**config.mk**
```make
export PLATFORM = sky130hd
export DESIGN_NAME = priv_tick_timer
export DESIGN_NICKNAME = d
export VERILOG_FILES = /design/src/rtl/ptt_pkg.sv /design/src/rtl/ptt_prescaler.sv /design/src/rtl/ptt_counter.sv /design/src/rtl/ptt_irq_edge.sv /design/src/rtl/priv_tick_timer.sv
export SDC_FILE = /design/constraint.sdc
export NUM_CORES = 1
export LEC_CHECK = 0
export BUFFER_PORTS_ARGS = -buffer_cell sky130_fd_sc_hd__buf_2
export CAP_MARGIN = 20
export CORE_ASPECT_RATIO = 0.7
export CORE_MARGIN = 8
export CORE_UTILIZATION = 37
export DETAILED_ROUTE_END_ITERATION = 12
export PLACE_DENSITY = 0.61
export SLEW_MARGIN = 0
export SYNTH_ARGS = -nofsm -noshare
export SYNTH_HDL_FRONTEND = slang
export SYNTH_HIERARCHICAL = 1
export SYNTH_SLANG_ARGS = --single-unit
```
**constraint.sdc**
```tcl
create_clock -name clk_i -period 3.5 [get_ports clk_i]
set_input_delay 0.35 -clock clk_i [delete_from_list [all_inputs] [get_ports clk_i]]
set_output_delay 0.35 -clock clk_i [all_outputs]
set_load 0.005 [all_outputs]
```
**src/rtl/ptt_pkg.sv**
```systemverilog
package ptt_pkg;
  localparam logic [3:0] OFF_RELOAD = 4'h0;
  localparam logic [3:0] OFF_COUNT  = 4'h4;
  localparam logic [3:0] OFF_CTRL   = 4'h8;
  localparam logic [3:0] OFF_STAT   = 4'hC;

  localparam int BIT_EN   = 0;
  localparam int BIT_AUTO = 1;
  localparam int PRE_LSB  = 8;

  typedef struct packed {
    logic reload;
    logic count;
    logic ctrl;
    logic stat;
  } wr_strobe_t;
endpackage

```
**src/rtl/ptt_prescaler.sv**
```systemverilog
module ptt_prescaler #(
  parameter int PRESC_W  = 8,
  parameter int BASE_DIV = 1
) (
  input  logic               clk_i,
  input  logic               rst_ni,
  input  logic               run_i,
  input  logic               restart_i,
  input  logic [PRESC_W-1:0] presc_i,
  output logic               tick_o
);
  localparam int BD_W  = (BASE_DIV > 1) ? $clog2(BASE_DIV) + 1 : 1;
  localparam int LIM_W = PRESC_W + BD_W + 1;

  logic [LIM_W-1:0] limit;
  logic [LIM_W-1:0] cnt_q;
  logic             wrap;

  generate
    if (BASE_DIV == 1) begin : g_nodiv
      assign limit = LIM_W'(presc_i);
    end else begin : g_div
      assign limit = LIM_W'((LIM_W'(presc_i) + LIM_W'(1)) * LIM_W'(BASE_DIV) - LIM_W'(1));
    end
  endgenerate

  assign wrap   = (cnt_q >= limit);
  assign tick_o = run_i && !restart_i && wrap;

  always_ff @(posedge clk_i or negedge rst_ni) begin
    if (!rst_ni) begin
      cnt_q <= '0;
    end else if (restart_i || !run_i || wrap) begin
      cnt_q <= '0;
    end else begin
      cnt_q <= cnt_q + LIM_W'(1);
    end
  end
endmodule

```
**src/rtl/ptt_counter.sv**
```systemverilog
module ptt_counter
  import ptt_pkg::*;
#(
  parameter int DATA_W = 32
) (
  input  logic              clk_i,
  input  logic              rst_ni,
  input  wr_strobe_t        wr_i,
  input  logic [DATA_W-1:0] wdata_i,
  input  logic              tick_i,
  output logic [DATA_W-1:0] reload_o,
  output logic [DATA_W-1:0] count_o,
  output logic [DATA_W-1:0] ctrl_o,
  output logic              status_o,
  output logic              run_o,
  output logic              restart_o
);
  logic [DATA_W-1:0] reload_q, count_q, ctrl_q;
  logic              status_q;
  logic              en_rise, expire, count_zero;

  assign count_zero = (count_q == '0);
  assign en_rise    = wr_i.ctrl && !ctrl_q[BIT_EN] && wdata_i[BIT_EN];
  assign restart_o  = wr_i.reload || wr_i.count || en_rise;
  assign run_o      = ctrl_q[BIT_EN] && !count_zero;
  assign expire     = tick_i && (count_q == DATA_W'(1));

  always_ff @(posedge clk_i or negedge rst_ni) begin
    if (!rst_ni) begin
      reload_q <= '0;
    end else if (wr_i.reload) begin
      reload_q <= wdata_i;
    end
  end

  always_ff @(posedge clk_i or negedge rst_ni) begin
    if (!rst_ni) begin
      ctrl_q <= '0;
    end else if (wr_i.ctrl) begin
      ctrl_q <= wdata_i;
    end
  end

  always_ff @(posedge clk_i or negedge rst_ni) begin
    if (!rst_ni) begin
      count_q <= '0;
    end else if (wr_i.reload || wr_i.count) begin
      count_q <= wdata_i;
    end else if (en_rise && count_zero && wdata_i[BIT_AUTO]) begin
      count_q <= reload_q;
    end else if (expire) begin
      count_q <= ctrl_q[BIT_AUTO] ? reload_q : '0;
    end else if (tick_i) begin
      count_q <= count_q - DATA_W'(1);
    end
  end

  always_ff @(posedge clk_i or negedge rst_ni) begin
    if (!rst_ni) begin
      status_q <= 1'b0;
    end else if (expire) begin
      status_q <= 1'b1;
    end else if (wr_i.stat && wdata_i[0]) begin
      status_q <= 1'b0;
    end
  end

  assign reload_o = reload_q;
  assign count_o  = count_q;
  assign ctrl_o   = ctrl_q;
  assign status_o = status_q;
endmodule

```
**src/rtl/ptt_irq_edge.sv**
```systemverilog
module ptt_irq_edge #(
  parameter int FLAG_W = 1
) (
  input  logic              clk_i,
  input  logic              rst_ni,
  input  logic [FLAG_W-1:0] flags_i,
  output logic              irq_o
);
  logic [FLAG_W-1:0] seen_q;

  always_ff @(posedge clk_i or negedge rst_ni) begin
    if (!rst_ni) begin
      seen_q <= '0;
    end else begin
      seen_q <= flags_i;
    end
  end

  assign irq_o = |(flags_i & ~seen_q);
endmodule

```
**src/rtl/priv_tick_timer.sv**
```systemverilog
module priv_tick_timer
  import ptt_pkg::*;
#(
  parameter int DATA_W   = 32,
  parameter int PRESC_W  = 8,
  parameter int BASE_DIV = 1
) (
  input  logic              clk_i,
  input  logic              rst_ni,
  input  logic              sel_i,
  input  logic              we_i,
  input  logic [3:0]        addr_i,
  input  logic [DATA_W-1:0] wdata_i,
  output logic [DATA_W-1:0] rdata_o,
  output logic              irq_o
);
  wr_strobe_t        wr;
  logic [DATA_W-1:0] reload_q, count_q, ctrl_q;
  logic              status_q, run, restart, tick;
  logic              do_wr, do_rd;

  assign do_wr     = sel_i && we_i;
  assign do_rd     = sel_i && !we_i;
  assign wr.reload = do_wr && (addr_i == OFF_RELOAD);
  assign wr.count  = do_wr && (addr_i == OFF_COUNT);
  assign wr.ctrl   = do_wr && (addr_i == OFF_CTRL);
  assign wr.stat   = do_wr && (addr_i == OFF_STAT);

  ptt_counter #(.DATA_W(DATA_W)) u_counter (
    .clk_i     (clk_i),
    .rst_ni    (rst_ni),
    .wr_i      (wr),
    .wdata_i   (wdata_i),
    .tick_i    (tick),
    .reload_o  (reload_q),
    .count_o   (count_q),
    .ctrl_o    (ctrl_q),
    .status_o  (status_q),
    .run_o     (run),
    .restart_o (restart)
  );

  ptt_prescaler #(.PRESC_W(PRESC_W), .BASE_DIV(BASE_DIV)) u_presc (
    .clk_i     (clk_i),
    .rst_ni    (rst_ni),
    .run_i     (run),
    .restart_i (restart),
    .presc_i   (ctrl_q[PRE_LSB +: PRESC_W]),
    .tick_o    (tick)
  );

  ptt_irq_edge #(.FLAG_W(1)) u_irq (
    .clk_i   (clk_i),
    .rst_ni  (rst_ni),
    .flags_i (status_q),
    .irq_o   (irq_o)
  );

  always_comb begin
    rdata_o = '0;
    if (do_rd) begin
      case (addr_i)
        OFF_RELOAD: rdata_o = reload_q;
        OFF_COUNT:  rdata_o = ctrl_q[BIT_EN] ? count_q : '0;
        OFF_CTRL:   rdata_o = ctrl_q;
        OFF_STAT:   rdata_o = DATA_W'(status_q);
        default:    rdata_o = '0;
      endcase
    end
  end
endmodule

```
==> impl_metrics.json <==
{
  "track_usage_pct": 17.98,
  "drc_errors": 0,
  "min_period_over_period_pct": 92.53,
  "status": "completed",
  "first_global_vias": 5656,
  "via_count": 5714,
  "dpl_cell_area_sq_um": 7178,
  "core_sq_um": 17170,
  "timing.hold.ws_ps": 78.40,
  "synth_top_area_share_pct": 41.61,
  "initial_core_util_pct": 37.84,
  "final_cell_mix": "dfrtp_1, mux2_2, buf_2",
  "worstSetupStartpoint": "u_counter/count_o[1]",
  "path_clk_slew_ps": 70,
  "fp.dieW_um": 174.4,
  "diodes": 0,
  "worst-setup-path-type": "flop to flop",
  "synth_edf_count": 0,
  "timing.rr.end": "u_counter/count_o[7]",
  "regToRegSetupSlack_ps": 260,
  "antenna_found_initial": 0,
  "hpwl_mm": 13.60,
  "endpoint_kind": "flop",
  "ctsLongestPathBuffers": 2,
  "hold_violations": 0,
  "hold_buffers": 0,
  "cts_sinks": 108,
  "critPathArrivalTime_ps": 3470,
  "syn_area_per_cell_sq_um": 10.04,
  "syn_area_sq_um": 6495,
  "ys_ff_latch": 108,
  "synth_cells": 647,
  "cp-start-kind": "flop",
  "cts_tree": "built",
  "ys_types": 65,
  "fmax_ghz": 0.3088,
  "maxCapViolCount": 0,
  "ir_drop_v": 0.0002626,
  "power_density_nw_per_um2": 539.3,
  "async_flop_share_pct": 100.0,
  "port_buffers": 72,
  "slowest_delay_ps": 430,
  "worst_pin_slew_ps": 848.4,
  "worst_path_max_delay_cell": "dfrtp_1",
  "yosysSeqAreaShare_pct": 41.61,
  "die_height_um": 126.9,
  "drt-initial-drc-count": 603,
  "synth_ff_type": "dfrtp_1",
  "min_period_ps": 3238,
  "slew_headroom_pct": 43.44,
  "cp.required_ps": 3730,
  "synth_nets": 698,
  "dieArea_sq_um": 22120,
  "rr_worst_depth": 15,
  "gp_congestion": 0.8528,
  "post_drt_via_cell_ratio": 6.008,
  "r2r_start": "u_counter/count_o[1]",
  "hold_class": "input pin to asynchronous set/reset pin",
  "grt_remaining_overflow": 0,
  "synth_area_leaders": "dfrtp_1, mux2_2, nor2_1, a32oi_1, mux2_1",
  "total_leakage_power_nw": 3.163,
  "clk_latency_ps": 360,
  "syn_to_final_growth_pct": 15.70,
  "crit_chain": "inv_1, ha_1, nor3b_1, nand2_1, nor2_1, a21oi_1, nor2b_1, and2_1, nor4bb_4, buf_4, a22oi_1, nor4_4, buf_4, a2111oi_2, nor2_1",
  "grt_pass1_wl_mm": 32.10,
  "clockRootBuffer": "clkbuf_16",
  "fin_worst_skew_ps": 7.150,
  "yosys.area.top_type": "dfrtp_1",
  "wl_mm": 20.01,
  "ys_warn_count": 6,
  "fill_cells": 1666,
  "cts_buffers": 9,
  "htreeDepth": 3,
  "drive_above_1_share_pct": 29.17,
  "drt_first_pass_iters": 5,
  "ant_nets": 0,
  "drv_slew": 0,
  "wl_per_cell_um": 21.04,
  "final_common_cell": "dfrtp_1",
  "fin_area_sq_um": 7515,
  "setup_viol_count_final": 0,
  "std_cell_rows": 40,
  "grt_max_degree": 62,
  "nets": 766,
  "ios": 73,
  "worstPathMaxFanout": 20
}
==> critical path, delay by kind of cell, from the launching register on <==
kind | cells | cell delay (ps)
AO/OA/AOI/OAI | 3 | 790
adder cells (fa/ha/maj) | 1 | 220
buffers and inverters | 3 | 510
flip-flops | 1 | 430
AND/OR/NAND/NOR | 8 | 1170
==> metal layers <==
metal	GRT usage [%]	up-vias	routed length (um)	share of wire, %
met4	4.812	0	306	1.5
met3	4.416	24	1554	7.8
met5	0	-	0	0
li1	-	2579	-	-
met1	26.29	2855	9748	49
met2	25.71	256	8403	42
==> cells by family (layout without fill, tap and decap cells) <==
kind of cell	Yosys count	after routing	share of synthesized area (%)
XOR/XNOR	20	20	2.697
other	1	1	0.05774
multiplexers	92	92	15.93
AND/OR/NAND/NOR	200	201	16.59
AO/OA/AOI/OAI	158	158	16.93
flip-flops	108	108	41.61
adder cells (fa/ha/maj)	11	11	2.119
buffers and inverters	57	129	4.065
==> power by group <==
group / switching (mW) / internal, mW
registers: 0.399 / 1.53
logic: 0.540 / 0.520
clock network: 0.482 / 0.578
total: 1.42 / 2.63
==> per-stage QoR <==
step	setup slack, ps	utilization (%)	TNS, ps	std cells	power (mW)
finish	261.6	43.78	0	951	4.053
global route	-22.42	43.78	-22.42	951	4.290
CTS	180.1	43.59	0	950	4.045
detailed placement	177.4	41.81	0	934	2.973
global placement	361.4	41.81	0	934	2.927
floorplan	33.00	-	0	647	2.570
==> registers in the layout (all words and copies together) (netlist names) <==
| name | flops |
|---|---|
| u_counter/count_o | 32 |
| u_counter/reload_o | 32 |
| u_irq/seen_q | 1 |
| u_presc/cnt_q | 10 |
| u_counter/status_o | 1 |
| u_counter/ctrl_o | 32 |
==> synthesized netlist by cell type (4+ instances only) <==
| library cell | count |
|---|---|
| a211oi_1 | 5 |
| a21oi_1 | 21 |
| a221oi_1 | 7 |
| a22oi_1 | 17 |
| a32oi_1 | 30 |
| and2_1 | 4 |
| buf_2 | 13 |
| clkbuf_1 | 25 |
| dfrtp_1 | 108 |
| ha_1 | 11 |
| inv_1 | 13 |
| mux2_1 | 19 |
| mux2_2 | 72 |
| nand2_1 | 31 |
| nand3_1 | 15 |
| nand4_1 | 9 |
| nor2_1 | 72 |
| nor2b_1 | 5 |
| nor3_1 | 18 |
| nor3b_1 | 4 |
| nor4_1 | 6 |
| o21ai_0 | 39 |
| o21ai_1 | 4 |
| o2bb2ai_1 | 5 |
| o31ai_1 | 6 |
| xnor2_1 | 5 |
| xor2_1 | 15 |
==> area by class of cell <==
type | count | area [sq um] | share of cell area [%]
flip-flops and latches | 108 | 2703 | 35.96
repair buffers | 100 | 585.6 | 7.792
well taps | 231 | 289.0 | 3.846
clock inverters | 5 | 61.31 | 0.8159
clock buffers | 11 | 242.7 | 3.230
multi-input cells | 483 | 3585 | 47.70
inverters | 13 | 48.80 | 0.6494
==> worst max path at each step <==
| stage | slack, ps | cells after the start | endpoint |
|---|---|---|---|
| finish | 260 | 15 | u_counter/count_o[7] |
| global placement | 360 | 14 | u_counter/count_o[29] |
| global route | -20 | 15 | u_counter/count_o[7] |
| floorplan | 30 | 17 | u_counter/count_o[29] |
| CTS | 180 | 15 | u_counter/count_o[7] |
| detailed placement | 180 | 15 | u_counter/count_o[7] |
==> what timing repair did <==
action	4_1_cts	5_1_grt
buffers inserted	0	0
endpoints found under the hold margin	0	0
resized for setup	0	5
setup endpoints to repair	0	12
Power figures use the tool's default switching activity.
